[config.mk]
export PLATFORM = sky130hd
export DESIGN_NAME = clk_prescale_guard
export DESIGN_NICKNAME = d
export VERILOG_FILES = /design/src/rtl/clk_prescale_pkg.sv /design/src/rtl/clk_prescale_unlock.sv /design/src/rtl/clk_prescale_sel.sv /design/src/rtl/clk_prescale_div.sv /design/src/rtl/clk_prescale_guard.sv
export SDC_FILE = /design/constraint.sdc
export NUM_CORES = 1
export LEC_CHECK = 0
export BUFFER_PORTS_ARGS = -buffer_cell sky130_fd_sc_hd__clkbuf_2
export CORE_MARGIN = 2
export CORE_UTILIZATION = 43
export CTS_CLUSTER_DIAMETER = 50
export DETAILED_ROUTE_END_ITERATION = 8
export PLACE_DENSITY = 0.78
export SYNTH_ARGS = -nofsm -noshare
export SYNTH_HDL_FRONTEND = slang
export SYNTH_SLANG_ARGS = --single-unit
[constraint.sdc]
create_clock -name clk -period 2.1 [get_ports clk]
set_input_delay 0.42 -clock clk [delete_from_list [all_inputs] [get_ports clk]]
set_output_delay 0.42 -clock clk [all_outputs]
set_load 0.03 [all_outputs]
[src/rtl/clk_prescale_pkg.sv]
// Package: shared constants of the guarded clock prescaler.
// Assumes: a byte-wide register, change-enable in the top bit, select code in the low nibble.
package clk_prescale_pkg;
    localparam int DATA_W     = 8;   // register width
    localparam int SEL_W      = 4;   // select code width
    localparam int CE_BIT     = 7;   // change-enable bit position
    localparam int MAX_CODE   = 8;   // highest legal code (divide by 2**MAX_CODE)
    localparam int WIN_CYC    = 4;   // edges during which the second step is accepted
    localparam int STRAP_CODE = 3;   // reset code when the strap is active
endpackage

[src/rtl/clk_prescale_unlock.sv]
// Module: unlock window tracker.
// Opens a window of WIN_CYC edges after an exact arming write and flags the
// second-step write that falls inside it.
// Assumes: wr_data is stable around the edge that samples wr_en.
module clk_prescale_unlock #(
    parameter int DATA_W  = clk_prescale_pkg::DATA_W,
    parameter int CE_BIT  = clk_prescale_pkg::CE_BIT,
    parameter int WIN_CYC = clk_prescale_pkg::WIN_CYC
) (
    input  logic              clk,
    input  logic              rst_n,
    input  logic              wr_en,
    input  logic [DATA_W-1:0] wr_data,
    output logic              win_open,
    output logic              step2
);
    localparam int WIN_W = $clog2(WIN_CYC + 1);
    localparam logic [DATA_W-1:0] ARM_PAT = DATA_W'(1) << CE_BIT;

    logic [WIN_W-1:0] win_cnt;
    logic             arm;

    // Decode the arming write: change-enable set, all other bits clear.
    assign arm      = wr_en && (wr_data == ARM_PAT);
    assign win_open = (win_cnt != '0);
    assign step2    = wr_en && win_open && !wr_data[CE_BIT];

    // Window counter: reload on arm, drop on any other write, count down otherwise.
    always_ff @(posedge clk) begin
        if (!rst_n) begin
            win_cnt <= '0;
        end else if (arm) begin
            win_cnt <= WIN_W'(WIN_CYC);
        end else if (wr_en && win_open) begin
            win_cnt <= '0;
        end else if (win_open) begin
            win_cnt <= win_cnt - 1'b1;
        end
    end

    AST_WIN_ARM: assert property (@(posedge clk) disable iff (!rst_n)
        arm |=> win_open);
    AST_WIN_EXPIRE: assert property (@(posedge clk) disable iff (!rst_n)
        (win_cnt == WIN_W'(1) && !wr_en) |=> !win_open);
    AST_WIN_CONSUMED: assert property (@(posedge clk) disable iff (!rst_n)
        step2 |=> !win_open);
    AST_NO_ARM_DIRTY: assert property (@(posedge clk) disable iff (!rst_n)
        (wr_en && wr_data[CE_BIT] && !arm) |=> !win_open);
endmodule

[src/rtl/clk_prescale_sel.sv]
// Module: programmed select register.
// Loads a new code on an accepted second-step write when the code is legal;
// reserved codes are dropped.
// Assumes: rst_code is itself a legal code.
module clk_prescale_sel #(
    parameter int SEL_W    = clk_prescale_pkg::SEL_W,
    parameter int MAX_CODE = clk_prescale_pkg::MAX_CODE
) (
    input  logic             clk,
    input  logic             rst_n,
    input  logic [SEL_W-1:0] rst_code,
    input  logic             step2,
    input  logic [SEL_W-1:0] wr_code,
    output logic [SEL_W-1:0] sel
);
    logic legal;

    // Legal-code filter.
    assign legal = (wr_code <= SEL_W'(MAX_CODE));

    // Select register: reset to the strap code, load legal second-step codes.
    always_ff @(posedge clk) begin
        if (!rst_n) begin
            sel <= rst_code;
        end else if (step2 && legal) begin
            sel <= wr_code;
        end
    end

    AST_SEL_GUARD: assert property (@(posedge clk) disable iff (!rst_n)
        !step2 |=> $stable(sel));
    AST_RSV_DROP: assert property (@(posedge clk) disable iff (!rst_n)
        (step2 && !legal) |=> $stable(sel));
    AST_SEL_LOAD: assert property (@(posedge clk) disable iff (!rst_n)
        (step2 && legal) |=> (sel == $past(wr_code)));
    AST_SEL_LEGAL: assert property (@(posedge clk) disable iff (!rst_n)
        sel <= SEL_W'(MAX_CODE));
endmodule

[src/rtl/clk_prescale_div.sv]
// Module: divider counter.
// Counts up to 2**act-1, pulses clk_en on the terminal count and only then
// takes the programmed code as the new active code.
// Assumes: sel never holds a code above MAX_CODE.
module clk_prescale_div #(
    parameter int SEL_W    = clk_prescale_pkg::SEL_W,
    parameter int MAX_CODE = clk_prescale_pkg::MAX_CODE
) (
    input  logic             clk,
    input  logic             rst_n,
    input  logic [SEL_W-1:0] rst_code,
    input  logic [SEL_W-1:0] sel,
    output logic             clk_en
);
    localparam int CNT_W = (MAX_CODE < 1) ? 1 : MAX_CODE;

    logic [CNT_W-1:0]  cnt;
    logic [SEL_W-1:0]  act;
    logic [MAX_CODE:0] hit;
    logic              terminal;

    // One terminal-count comparator per legal code.
    for (genvar gi = 0; gi <= MAX_CODE; gi++) begin : g_hit
        assign hit[gi] = (cnt == CNT_W'((1 << gi) - 1));
    end

    // Pick the comparator of the active code.
    always_comb begin
        terminal = 1'b0;
        for (int i = 0; i <= MAX_CODE; i++) begin
            if (act == SEL_W'(i)) terminal = hit[i];
        end
    end

    assign clk_en = terminal;

    // Counter and active code: wrap and reload the code only at terminal count.
    always_ff @(posedge clk) begin
        if (!rst_n) begin
            cnt <= '0;
            act <= rst_code;
        end else if (terminal) begin
            cnt <= '0;
            act <= sel;
        end else begin
            cnt <= cnt + 1'b1;
        end
    end

    AST_DIV1_CONT: assert property (@(posedge clk) disable iff (!rst_n)
        (act == '0) |-> clk_en);
    AST_PULSE_GAP: assert property (@(posedge clk) disable iff (!rst_n)
        (clk_en && sel != '0) |=> !clk_en);
    AST_ACT_HOLD: assert property (@(posedge clk) disable iff (!rst_n)
        !clk_en |=> $stable(act));
endmodule

[src/rtl/clk_prescale_guard.sv]
// Module: guarded clock prescaler top.
// Ties the unlock window, select register and divider together and builds
// the read-back word.
// Assumes: CE_BIT lies above the select field inside DATA_W.
module clk_prescale_guard #(
    parameter int DATA_W     = clk_prescale_pkg::DATA_W,
    parameter int SEL_W      = clk_prescale_pkg::SEL_W,
    parameter int CE_BIT     = clk_prescale_pkg::CE_BIT,
    parameter int MAX_CODE   = clk_prescale_pkg::MAX_CODE,
    parameter int WIN_CYC    = clk_prescale_pkg::WIN_CYC,
    parameter int STRAP_CODE = clk_prescale_pkg::STRAP_CODE
) (
    input  logic              clk,
    input  logic              rst_n,
    input  logic              strap_div8,
    input  logic              wr_en,
    input  logic [DATA_W-1:0] wr_data,
    output logic [DATA_W-1:0] rd_data,
    output logic              clk_en
);
    logic             win_open;
    logic             step2;
    logic [SEL_W-1:0] sel;
    logic [SEL_W-1:0] rst_code;

    // Reset code chosen by the strap.
    assign rst_code = strap_div8 ? SEL_W'(STRAP_CODE) : '0;

    clk_prescale_unlock #(
        .DATA_W (DATA_W),
        .CE_BIT (CE_BIT),
        .WIN_CYC(WIN_CYC)
    ) u_unlock (
        .clk     (clk),
        .rst_n   (rst_n),
        .wr_en   (wr_en),
        .wr_data (wr_data),
        .win_open(win_open),
        .step2   (step2)
    );

    clk_prescale_sel #(
        .SEL_W   (SEL_W),
        .MAX_CODE(MAX_CODE)
    ) u_sel (
        .clk     (clk),
        .rst_n   (rst_n),
        .rst_code(rst_code),
        .step2   (step2),
        .wr_code (wr_data[SEL_W-1:0]),
        .sel     (sel)
    );

    clk_prescale_div #(
        .SEL_W   (SEL_W),
        .MAX_CODE(MAX_CODE)
    ) u_div (
        .clk     (clk),
        .rst_n   (rst_n),
        .rst_code(rst_code),
        .sel     (sel),
        .clk_en  (clk_en)
    );

    // Read-back word: window flag, zero padding, programmed code.
    always_comb begin
        rd_data              = '0;
        rd_data[SEL_W-1:0]   = sel;
        rd_data[CE_BIT]      = win_open;
    end

    AST_RST_CODE: assert property (@(posedge clk)
        !rst_n |=> (sel == $past(rst_code) && !win_open));
endmodule

==> results of run 1 <==
==> metal layers <==
layer,track usage [%],vias up
met2,34.6,17
met3,2.22,2
met5,0,-
met1,17.9,426
met4,5.13,0
li1,-,469
==> kinds of logic after synthesis <==
kind of cell	count (synthesis)	share of synthesized area, %
AND/OR/NAND/NOR	59	30.0
other	1	0.351
multiplexers	1	0.937
buffers and inverters	14	6.32
AO/OA/AOI/OAI	14	9.37
XOR/XNOR	5	4.10
adder cells (fa/ha/maj)	5	5.85
flip-flops	19	43.1
==> worst reg2reg max path: stages (launching register included) <==
cell,delay (ps)
sky130_fd_sc_hd__dfxtp_2,360
sky130_fd_sc_hd__buf_4,120
sky130_fd_sc_hd__ha_1,220
sky130_fd_sc_hd__nand3_1,120
sky130_fd_sc_hd__nor4bb_1,450
sky130_fd_sc_hd__o311a_4,250
sky130_fd_sc_hd__buf_4,140
sky130_fd_sc_hd__or2_4,150
==> cell usage after synthesis, drive strengths merged, types with 2 or more instances <==
cell | n | area share, %
o21ai | 3 | 1.4
dfxtp | 11 | 21
nor2 | 6 | 2.1
edfxtp | 8 | 22
or2 | 2 | 1.2
xor2 | 3 | 2.5
nor3b | 2 | 1.4
nor3 | 7 | 3.3
ha | 5 | 5.9
xnor2 | 2 | 1.6
and2 | 6 | 3.6
nand2 | 16 | 5.6
or3 | 2 | 1.3
nand3 | 3 | 1.4
nor2b | 2 | 1.2
inv | 9 | 3.2
a21oi | 3 | 1.4
buf | 4 | 2.8
nand3b | 2 | 1.4
and3 | 4 | 2.3
==> flip-flops by register name, summed over array words and instances (netlist names) <==
signal            cells
u_div.act             4
u_unlock.win_cnt      3
u_div.cnt             8
u_sel.sel             4
==> how the worst max path moves through the flow <==
stage | startpoint | endpoint | slack [ps] | cells past startpoint
final | u_div.cnt[0]$_SDFF_PP0_ | clk_en | -340 | 7
after detailed placement | u_div.act[0]$_DFFE_PP_ | clk_en | -120 | 6
after global routing | u_div.cnt[1]$_SDFF_PP0_ | clk_en | -370 | 8
after global placement | u_div.cnt[1]$_SDFF_PP0_ | clk_en | -70 | 8
after floorplan | u_div.cnt[0]$_SDFF_PP0_ | clk_en | -3 | 7
after CTS | u_div.act[0]$_DFFE_PP_ | clk_en | -370 | 6
==> per-stage QoR <==
| step | cell area, um2 | utilization (%) |
|---|---|---|
| 6_report | 1380 | 57.4 |
| 5_1_grt | 1380 | 57.4 |
| 4_1_cts | 1330 | 55.0 |
| 3_5_place_dp | 1290 | 53.4 |
| 3_3_place_gp | 1290 | 53.4 |
| 2_1_floorplan | 1090 | - |
==> what timing repair did <==
| action | in CTS | in global routing |
|---|---|---|
| pin swaps | 4 | 4 |
| resized for setup | 3 | 10 |
| setup buffers | 0 | 1 |
| gates cloned | 0 | 0 |
| endpoints found under the setup margin | 5 | 5 |
==> power by group through the flow <==
stage	sequential [W]	clock, W	combinational, W
4_1_cts	0.000459	0.000183	0.000333
3_5_place_dp	0.000468	0	0.000323
5_1_grt	0.000465	0.000196	0.000396
6_report	0.000460	0.000175	0.000358
3_3_place_gp	0.000464	0	0.000309
2_1_floorplan	0.000480	0	0.000219
==> cell type report <==
class / count / area share, %
clock buffer: 4 / 1.90
inverter: 9 / 2.44
multi-input combinational: 87 / 44.5
sequential: 19 / 33.5
tap: 30 / 2.71
timing repair buffer: 32 / 15.0
==> flow_summary_export.csv, run 1 <==
group,metric,value,unit
status,run_status,"finished with violations",
status,violated_checks,"negative setup slack",
sta,rsz_0062_raised_after_global_routing,"true",
worst_setup_path,start_kind,"register",
power_and_ir_drop,pwr_density_cell,717,nW/um2
sta,final_tns_setup,-342,ps
drt,wl_per_cell,12.1,um
min_path,min_delay_worst_endpoint,"u_sel.sel[0]$_DFFE_PP_",
sta,fin_worst_skew,7.98,ps
worst_setup_path,critical_path.slowest_cell,"sky130_fd_sc_hd__nor4bb_1",
worst_setup_path,worstPathCellList,"buf_4 > ha_1 > nand3_1 > nor4bb_1 > o311a_4 > or2_4 > buf_8",
grt,grt_start_max_net_pins,18,
floorplan,core.rowCount,18,
clock_tree,clk_path_buf_depth,2,
layout,final_nets,169,
power_and_ir_drop,clock_network_fraction_of_design_power,17.6,%
worst_setup_path,cp.buffers_inverters,2,
drt,drc_violations_left,0,
power_and_ir_drop,internal_power,0.000661,W
grt,global_route.usage.total,17.1,%
power_and_ir_drop,power.switching_fraction,33.4,%
power_and_ir_drop,post-layout-total-power,0.000993,W
place,place.port_buffers,17,
layout,seq_area,463,um2
clock_tree,clock-sinks,19,
floorplan,floorplan.die.height,53.9,um
sta,finalWorstSetupSlack,-342,ps
power_and_ir_drop,ir_worst_vdd,0.504,mV
yosys,ys.warnings.count,0,
floorplan,dieArea,2900,um2
drt,highest_layer,"met4",
worst_setup_path,ff_to_ff_setup_slack,10,ps
flow_run,number_of_maximum_capacitance_constraint_violations,0,
sta,timing.hold.ws,427,ps
yosys,syn_area_per_cell,9.06,um2
worst_setup_path,regToRegStartpoint,"u_div.cnt[0]$_SDFF_PP0_",
power_and_ir_drop,relative_contribution_of_sequential_cells_to_total_power,46.3,%
drt,ant_nets,0,
sta,final.period_utilization,116,%
grt,grt_antenna_before_repair,0,
grt,grt_pass1_wl,3.63,mm
layout,diodes,0,
worst_setup_path,worst_r2r_endpoint,"u_div.act[0]$_DFFE_PP_",
drt,initialDrtViolationCount,5,
place,numPlacedInstances,176,
layout,top_library_cells_by_usage_in_the_layout_fill_and_taps_aside,"16 x sky130_fd_sc_hd__nand2_1, 16 x sky130_fd_sc_hd__clkbuf_2, 15 x sky130_fd_sc_hd__buf_4",
sta,setup_viol,1,
clock_tree,cts_hold_repair.buffers,0,
clock_tree,cts.reportedPaths.clkPinSlew,90,ps
drt,drt-pass1-iter-count,4,
floorplan,dieWidth,53.9,um
min_path,worst_hold_path_type,"input port to register",
sta,finalHoldViolations,0,
yosys,synth_edf_count,8,
clock_tree,cts_inserted_buffers,3,
worst_setup_path,critical_path.top_delay_family,"simple AND/OR/NAND/NOR gates",
drt,met2_wirelength,1.20,mm
yosys,async_reset_ff_share,0,%
layout,multi_input_comb_area,616,um2
drt,drt-vias-per-instance,5.05,
drt,route.final.wire_length,2.19,mm
power_and_ir_drop,leakage,0.648,nW
clock_tree,cts_tree,"built",
power_and_ir_drop,p_sw,0.000331,W
floorplan,core_area,2410,um2
grt,first_global_vias,914,
place,detailedPlacementHpwl,1.72,mm
yosys,netlist_area,1070,um2
layout,instances_no_fill,181,
min_path,holdPathStages,3,
sta,max_clock_freq,409,MHz
clock_tree,htreeDepth,1,
sta,post-route-min-period,2440,ps
yosys,seq_area_frac_synth,43.1,%
sta,timing.final.max_slew_violations,0,
clock_tree,ctsRootBufferMaster,"sky130_fd_sc_hd__clkbuf_4",
worst_setup_path,critPathRequiredTime,1680,ps
power_and_ir_drop,p_comb_share,36.1,%
worst_setup_path,timing.critical_path.fanout_max,4,
min_path,hold_path_startpoint,"wr_data[0]",
yosys,synth_cells,118,
yosys,synthDistinctLibCells,40,
worst_setup_path,r2r_cells,7,
grt,grt_overflow_total,0,
clock_tree,worstSkewPairLatency,290,ps
drt,drt-met1-wl,912,um
floorplan,design.portCount,21,
worst_setup_path,cp_data_arrival_time,2020,ps
place,placement.setup.worst_slack,-117,ps
place,gp_routability_congestion,0.741,
floorplan,initial_utilization,44.3,%
layout,filler_cell_count,227,
worst_setup_path,worst_setup_path_end_kind,"output pin",
yosys,synth_seq_cells,19,
layout,layout-drive-gt1-share,35.1,%
yosys,main_flop_type_after_synthesis,"sky130_fd_sc_hd__dfxtp_1",
drt,wl_met3,67,um
layout,area.growth.synth_to_final,29.5,%
worst_setup_path,timing.critical_path.slowest_cell_delay,450,ps
worst_setup_path,worst-setup-path-type,"register to output pin",
drt,detailroute.via_count,914,
No activity file was read; power rests on OpenSTA's default activity.
==> run 2, diff against run 1 <==
==> constraint.sdc (replaced) <==
create_clock -name clk -period 2.04 [get_ports clk]
set_input_delay 0.408 -clock clk [delete_from_list [all_inputs] [get_ports clk]]
set_output_delay 0.408 -clock clk [all_outputs]
set_load 0.03 [all_outputs]
==> run 2 against run 1 <==
Effect of this change:
- the run still ends with negative setup slack left
- design area rose by 0.99%
- critical endpoint unchanged
- largest power group unchanged
- first-iteration DRC count increased to 3.2 times the previous value
- cell count grew 1.1%
- flip-flop and latch count is the same
- die area did not move
- worst setup slack worse by 43 ps
- register-to-register slack barely moved
- highest routed layer unchanged
- critical path depth decreased by 1
==> flow_summary_export.csv, run 2 (synthesized netlist as in run 1, its figures left out) <==
group,metric,value,unit
status,run_status,"finished with violations",
clock_tree,clk_path_buf_depth,2,
floorplan,floorplan.die.height,53.9,um
clock_tree,htreeDepth,1,
layout,layout.core_utilization,58.0,%
layout,top_library_cells_by_usage_in_the_layout_fill_and_taps_aside,"17 x sky130_fd_sc_hd__buf_4, 16 x sky130_fd_sc_hd__nand2_1, 16 x sky130_fd_sc_hd__clkbuf_2",
sta,post-route-min-period,2420,ps
place,placement.setup.worst_slack,-167,ps
layout,multi_input_comb_area,614,um2
layout,layout_commonest_cell,"sky130_fd_sc_hd__buf_4",
clock_tree,worstSkewPairLatency,290,ps
worst_setup_path,start_kind,"register",
sta,finalWorstSetupSlack,-385,ps
grt,grt_pass1_wl,3.46,mm
sta,max_clock_freq,412,MHz
drt,ant_nets,0,
floorplan,dieWidth,53.9,um
clock_tree,cts.reportedPaths.clkPinSlew,90,ps
sta,timing.hold.ws,413,ps
grt,first_global_vias,852,
layout,diodes,0,
clock_tree,clock-sinks,19,
clock_tree,ctsRootBufferMaster,"sky130_fd_sc_hd__clkbuf_4",
drt,route.final.wire_length,2.27,mm
floorplan,initial_utilization,44.3,%
worst_setup_path,cp_data_arrival_time,2020,ps
floorplan,dieArea,2900,um2
sta,finalHoldViolations,0,
place,detailedPlacementHpwl,1.70,mm
layout,area.growth.synth_to_final,30.8,%
power_and_ir_drop,pwr_density_cell,735,nW/um2
worst_setup_path,worst-setup-path-type,"register to output pin",
layout,seq_area,463,um2
power_and_ir_drop,ir_worst_vdd,0.629,mV
flow_run,number_of_maximum_capacitance_constraint_violations,0,
sta,final_tns_setup,-385,ps
layout,filler_cell_count,217,
floorplan,core_area,2410,um2
drt,drc_violations_left,0,
drt,detailroute.via_count,926,
place,numPlacedInstances,178,
drt,wl_per_cell,12.4,um
layout,largest_register,"u_div.cnt",
power_and_ir_drop,leakage,0.656,nW
min_path,worst_hold_path_type,"input port to register",
grt,global_route.usage.total,16.7,%
drt,drt-vias-per-instance,5.06,
status,violated_checks,"negative setup slack",
worst_setup_path,worst_setup_path_end_kind,"output pin",
clock_tree,cts_inserted_buffers,3,
clock_tree,cts_tree,"built",
sta,timing.final.max_slew_violations,0,
layout,largest_regs,"u_div.cnt: 8 flops, u_div.act: 4 flops, u_sel.sel: 4 flops",
sta,setup_viol,1,
floorplan,design.portCount,21,
grt,grt_start_max_net_pins,18,
drt,initialDrtViolationCount,16,
sta,rsz_0062_raised_after_global_routing,"true",
drt,drt-pass1-iter-count,4,
layout,layout-drive-gt1-share,35.3,%
floorplan,core.rowCount,18,
worst_setup_path,timing.critical_path.fanout_max,5,
place,place.port_buffers,17,
place,gp_routability_congestion,0.759,
grt,grt_overflow_total,0,
layout,largest_register_ff_count,8,
sta,final.period_utilization,119,%
grt,grt_antenna_before_repair,0,
sta,fin_worst_skew,8.89,ps
layout,instances_no_fill,183,
worst_setup_path,critPathRequiredTime,1630,ps
layout,final_nets,171,
-- run 2: cell count changes in the layout (fill, tap and decap cells not counted), sizes merged --
cell  delta
buf      +2
-- run 2: stage by stage --
step / total power, W / area [um2]
floorplan: 0.000719 / 1090
global placement: 0.000798 / 1300
detailed placement: 0.000818 / 1300
CTS: 0.00101 / 1340
global route: 0.00109 / 1400
finish: 0.00103 / 1400
-- run 2: worst paths after layout --
kind,cells after the start,slack [ps],to,start
setup / recovery,6,-380,clk_en,u_div.act[1]$_DFFE_PP_
hold / removal,3,410,u_sel.sel[1]$_DFFE_PP_,wr_data[1]
setup reg to reg,8,20,u_div.act[1]$_DFFE_PP_,u_div.cnt[0]$_SDFF_PP0_
hold reg to reg,2,510,u_unlock.win_cnt[1]$_SDFFE_PP0N_,u_unlock.win_cnt[1]$_SDFFE_PP0N_
-- run 2: where the power goes --
part	leakage, nW	switching, W	internal [W]
Clock	0.0150	0.000106	0.0000760
Combinational	0.470	0.000208	0.000167
Sequential	0.171	0.0000286	0.000442
Total	0.656	0.000342	0.000685
-- run 2: worst max-delay path, stage by stage, from the launching register on --
cell and delay (ps):
sky130_fd_sc_hd__edfxtp_1 420, sky130_fd_sc_hd__buf_4 190, sky130_fd_sc_hd__nor4b_1 420, sky130_fd_sc_hd__o22ai_1 180
sky130_fd_sc_hd__o311a_4 150, sky130_fd_sc_hd__or2_4 240, sky130_fd_sc_hd__buf_8 130
-- run 2: routing by layer --
layer  vias up  GRT usage [%]  part of all wire, %
li1        472              -                    -
met1       429           17.6                   43
met2        21           32.1                   52
met3         4           2.22                  3.9
met4         0           7.69                  1.4
met5         -              0                    0
-- run 2: repair_timing --
item / in CTS / in global routing
hold buffers: 0 / 0
pin swaps: 5 / 3
resized for setup: 3 / 9
setup endpoints to repair: 5 / 5
setup buffers: 1 / 1
cloned: 0 / 0
-- run 2: layout make-up --
cell class / instances / area share (%)
clock buffer: 4 / 1.88
inverter: 9 / 2.42
multi-input combinational: 87 / 44.0
sequential: 19 / 33.1
tap: 30 / 2.69
timing repair buffer: 34 / 15.9
==> run 3, diff against run 2 <==
--- a/config.mk
+++ b/config.mk
@@ -5,7 +5,7 @@
 export SDC_FILE = /design/constraint.sdc
 export NUM_CORES = 1
 export LEC_CHECK = 0
-export BUFFER_PORTS_ARGS = -buffer_cell sky130_fd_sc_hd__clkbuf_2
+export BUFFER_PORTS_ARGS = -buffer_cell sky130_fd_sc_hd__buf_2
 export CORE_MARGIN = 2
 export CORE_UTILIZATION = 43
 export CTS_CLUSTER_DIAMETER = 50
==> run 3 against run 2 <==
Effect of this change:
- the run still ends with negative setup slack left
- largest cell class unchanged
- largest power group unchanged
- utilization increased by 1.5 points
- count of clock-buffer cells in the layout is the same
- worst setup slack gained 2.2 ps
- critical endpoint unchanged
- sequential power about the same
- critical path depth up 1
- highest routed layer unchanged
- design area rose by 2.6%
- maximum frequency hardly changed
- sequential share of layout area down 0.84 points
==> flow_summary_export.csv, run 3 (synthesized netlist as in run 1, its figures left out) <==
group,metric,value,unit
status,run_status,"finished with violations",
status,violated_checks,"negative setup slack",
drt,wl_met3,72,um
clock_tree,cts.reportedPaths.clkPinSlew,100,ps
floorplan,dieWidth,53.9,um
drt,met2_wirelength,1.17,mm
drt,drt-met1-wl,1.01,mm
sta,finalWorstSetupSlack,-382,ps
place,gp_routability_congestion,0.826,
grt,grt_pass1_wl,3.63,mm
floorplan,design.portCount,21,
clock_tree,clock-sinks,19,
clock_tree,cts_inserted_buffers,3,
layout,largest_regs,"u_div.cnt: 8 flops, u_div.act: 4 flops, u_sel.sel: 4 flops",
power_and_ir_drop,pwr_density_cell,737,nW/um2
floorplan,core.rowCount,18,
drt,highest_layer,"met4",
sta,max_clock_freq,413,MHz
clock_tree,ctsRootBufferMaster,"sky130_fd_sc_hd__clkbuf_4",
layout,top_library_cells_by_usage_in_the_layout_fill_and_taps_aside,"19 x sky130_fd_sc_hd__buf_4, 16 x sky130_fd_sc_hd__nand2_1, 16 x sky130_fd_sc_hd__buf_2",
floorplan,core_area,2410,um2
floorplan,dieArea,2900,um2
drt,drt-pass1-iter-count,4,
flow_run,number_of_maximum_capacitance_constraint_violations,0,
clock_tree,htreeDepth,1,
worst_setup_path,worst-setup-path-type,"register to output pin",
clock_tree,cts_tree,"built",
sta,fin_worst_skew,5.41,ps
place,place.port_buffers,17,
drt,initialDrtViolationCount,15,
sta,timing.hold.ws,416,ps
drt,ant_nets,0,
drt,drc_violations_left,0,
layout,area.growth.synth_to_final,34.2,%
sta,final_tns_setup,-699,ps
place,detailedPlacementHpwl,1.77,mm
power_and_ir_drop,post-layout-total-power,0.00106,W
grt,grt_start_max_net_pins,18,
grt,global_route.usage.total,17.8,%
layout,largest_register,"u_div.cnt",
min_path,worst_hold_path_type,"input port to register",
drt,route.final.wire_length,2.28,mm
sta,rsz_0062_raised_after_global_routing,"true",
power_and_ir_drop,leakage,0.676,nW
grt,grt_overflow_total,0,
worst_setup_path,worst_setup_path_end_kind,"output pin",
sta,finalHoldViolations,0,
layout,final_nets,174,
worst_setup_path,start_kind,"register",
drt,detailroute.via_count,931,
layout,largest_register_ff_count,8,
layout,layout_commonest_cell,"sky130_fd_sc_hd__buf_4",
grt,grt_antenna_before_repair,0,
sta,setup_viol,5,
worst_setup_path,critPathRequiredTime,1630,ps
worst_setup_path,timing.critical_path.fanout_max,4,
grt,first_global_vias,891,
floorplan,initial_utilization,44.3,%
drt,drt-vias-per-instance,5.01,
layout,layout-drive-gt1-share,37.2,%
floorplan,floorplan.die.height,53.9,um
place,placement.setup.worst_slack,-153,ps
sta,timing.final.max_slew_violations,0,
power_and_ir_drop,ir_worst_vdd,0.450,mV
drt,wl_per_cell,12.3,um
clock_tree,worstSkewPairLatency,290,ps
clock_tree,cts_hold_repair.buffers,0,
clock_tree,clk_path_buf_depth,2,
sta,post-route-min-period,2420,ps
layout,filler_cell_count,210,
sta,final.period_utilization,119,%
layout,layout.core_utilization,59.5,%
layout,diodes,0,
worst_setup_path,cp_data_arrival_time,2010,ps
[run 3: path summary, 6_finish.rpt]
check | startpoint | to | depth (start not counted) | slack (ps)
min reg2reg | u_unlock.win_cnt[1]$_SDFFE_PP0N_ | u_unlock.win_cnt[1]$_SDFFE_PP0N_ | 2 | 500
max | u_div.act[0]$_DFFE_PP_ | clk_en | 7 | -380
max reg2reg | u_div.act[0]$_DFFE_PP_ | u_div.act[0]$_DFFE_PP_ | 8 | -80
min | wr_data[1] | u_sel.sel[1]$_DFFE_PP_ | 3 | 420
[run 3: report_power, final]
part	leakage [nW]	internal (W)	switching, W
combinational	0.490	0.000187	0.000214
sequential	0.171	0.000442	0.0000297
clock	0.0150	0.0000760	0.000108
total	0.676	0.000705	0.000352
[run 3: through the flow]
stage	instances	area [um2]
global route	186	1430
floorplan	120	1090
global placement	178	1300
detailed placement	178	1300
CTS	182	1350
finish	186	1430
[run 3: what timing repair did]
| action | CTS | global route |
|---|---|---|
| pin swaps | 6 | 4 |
| setup buffers | 1 | 4 |
| resized for setup | 4 | 9 |
| setup endpoints to repair | 5 | 5 |
[run 3: layout make-up]
type	count	area (um2)	area share (%)
clock buffer	4	26.3	1.83
timing repair buffer	37	245	17.1
tap	30	37.5	2.62
multi-input combinational	87	628	43.8
inverter	9	33.8	2.36
sequential	19	463	32.3
[run 3: layer usage]
| layer | up-vias | global-route usage [%] |
|---|---|---|
| met5 | - | 0 |
| met4 | 0 | 7.69 |
| met3 | 4 | 2.22 |
| met2 | 19 | 33.3 |
| met1 | 428 | 20.0 |
| li1 | 480 | - |
[run 3: worst max-delay path, cell delays in order (launching register included)]
cell and delay (ps):
sky130_fd_sc_hd__edfxtp_1 410, sky130_fd_sc_hd__buf_4 150, sky130_fd_sc_hd__inv_1 40, sky130_fd_sc_hd__o21ai_0 310
sky130_fd_sc_hd__a2111oi_4 130, sky130_fd_sc_hd__o311a_4 330, sky130_fd_sc_hd__or2_4 230, sky130_fd_sc_hd__buf_6 130
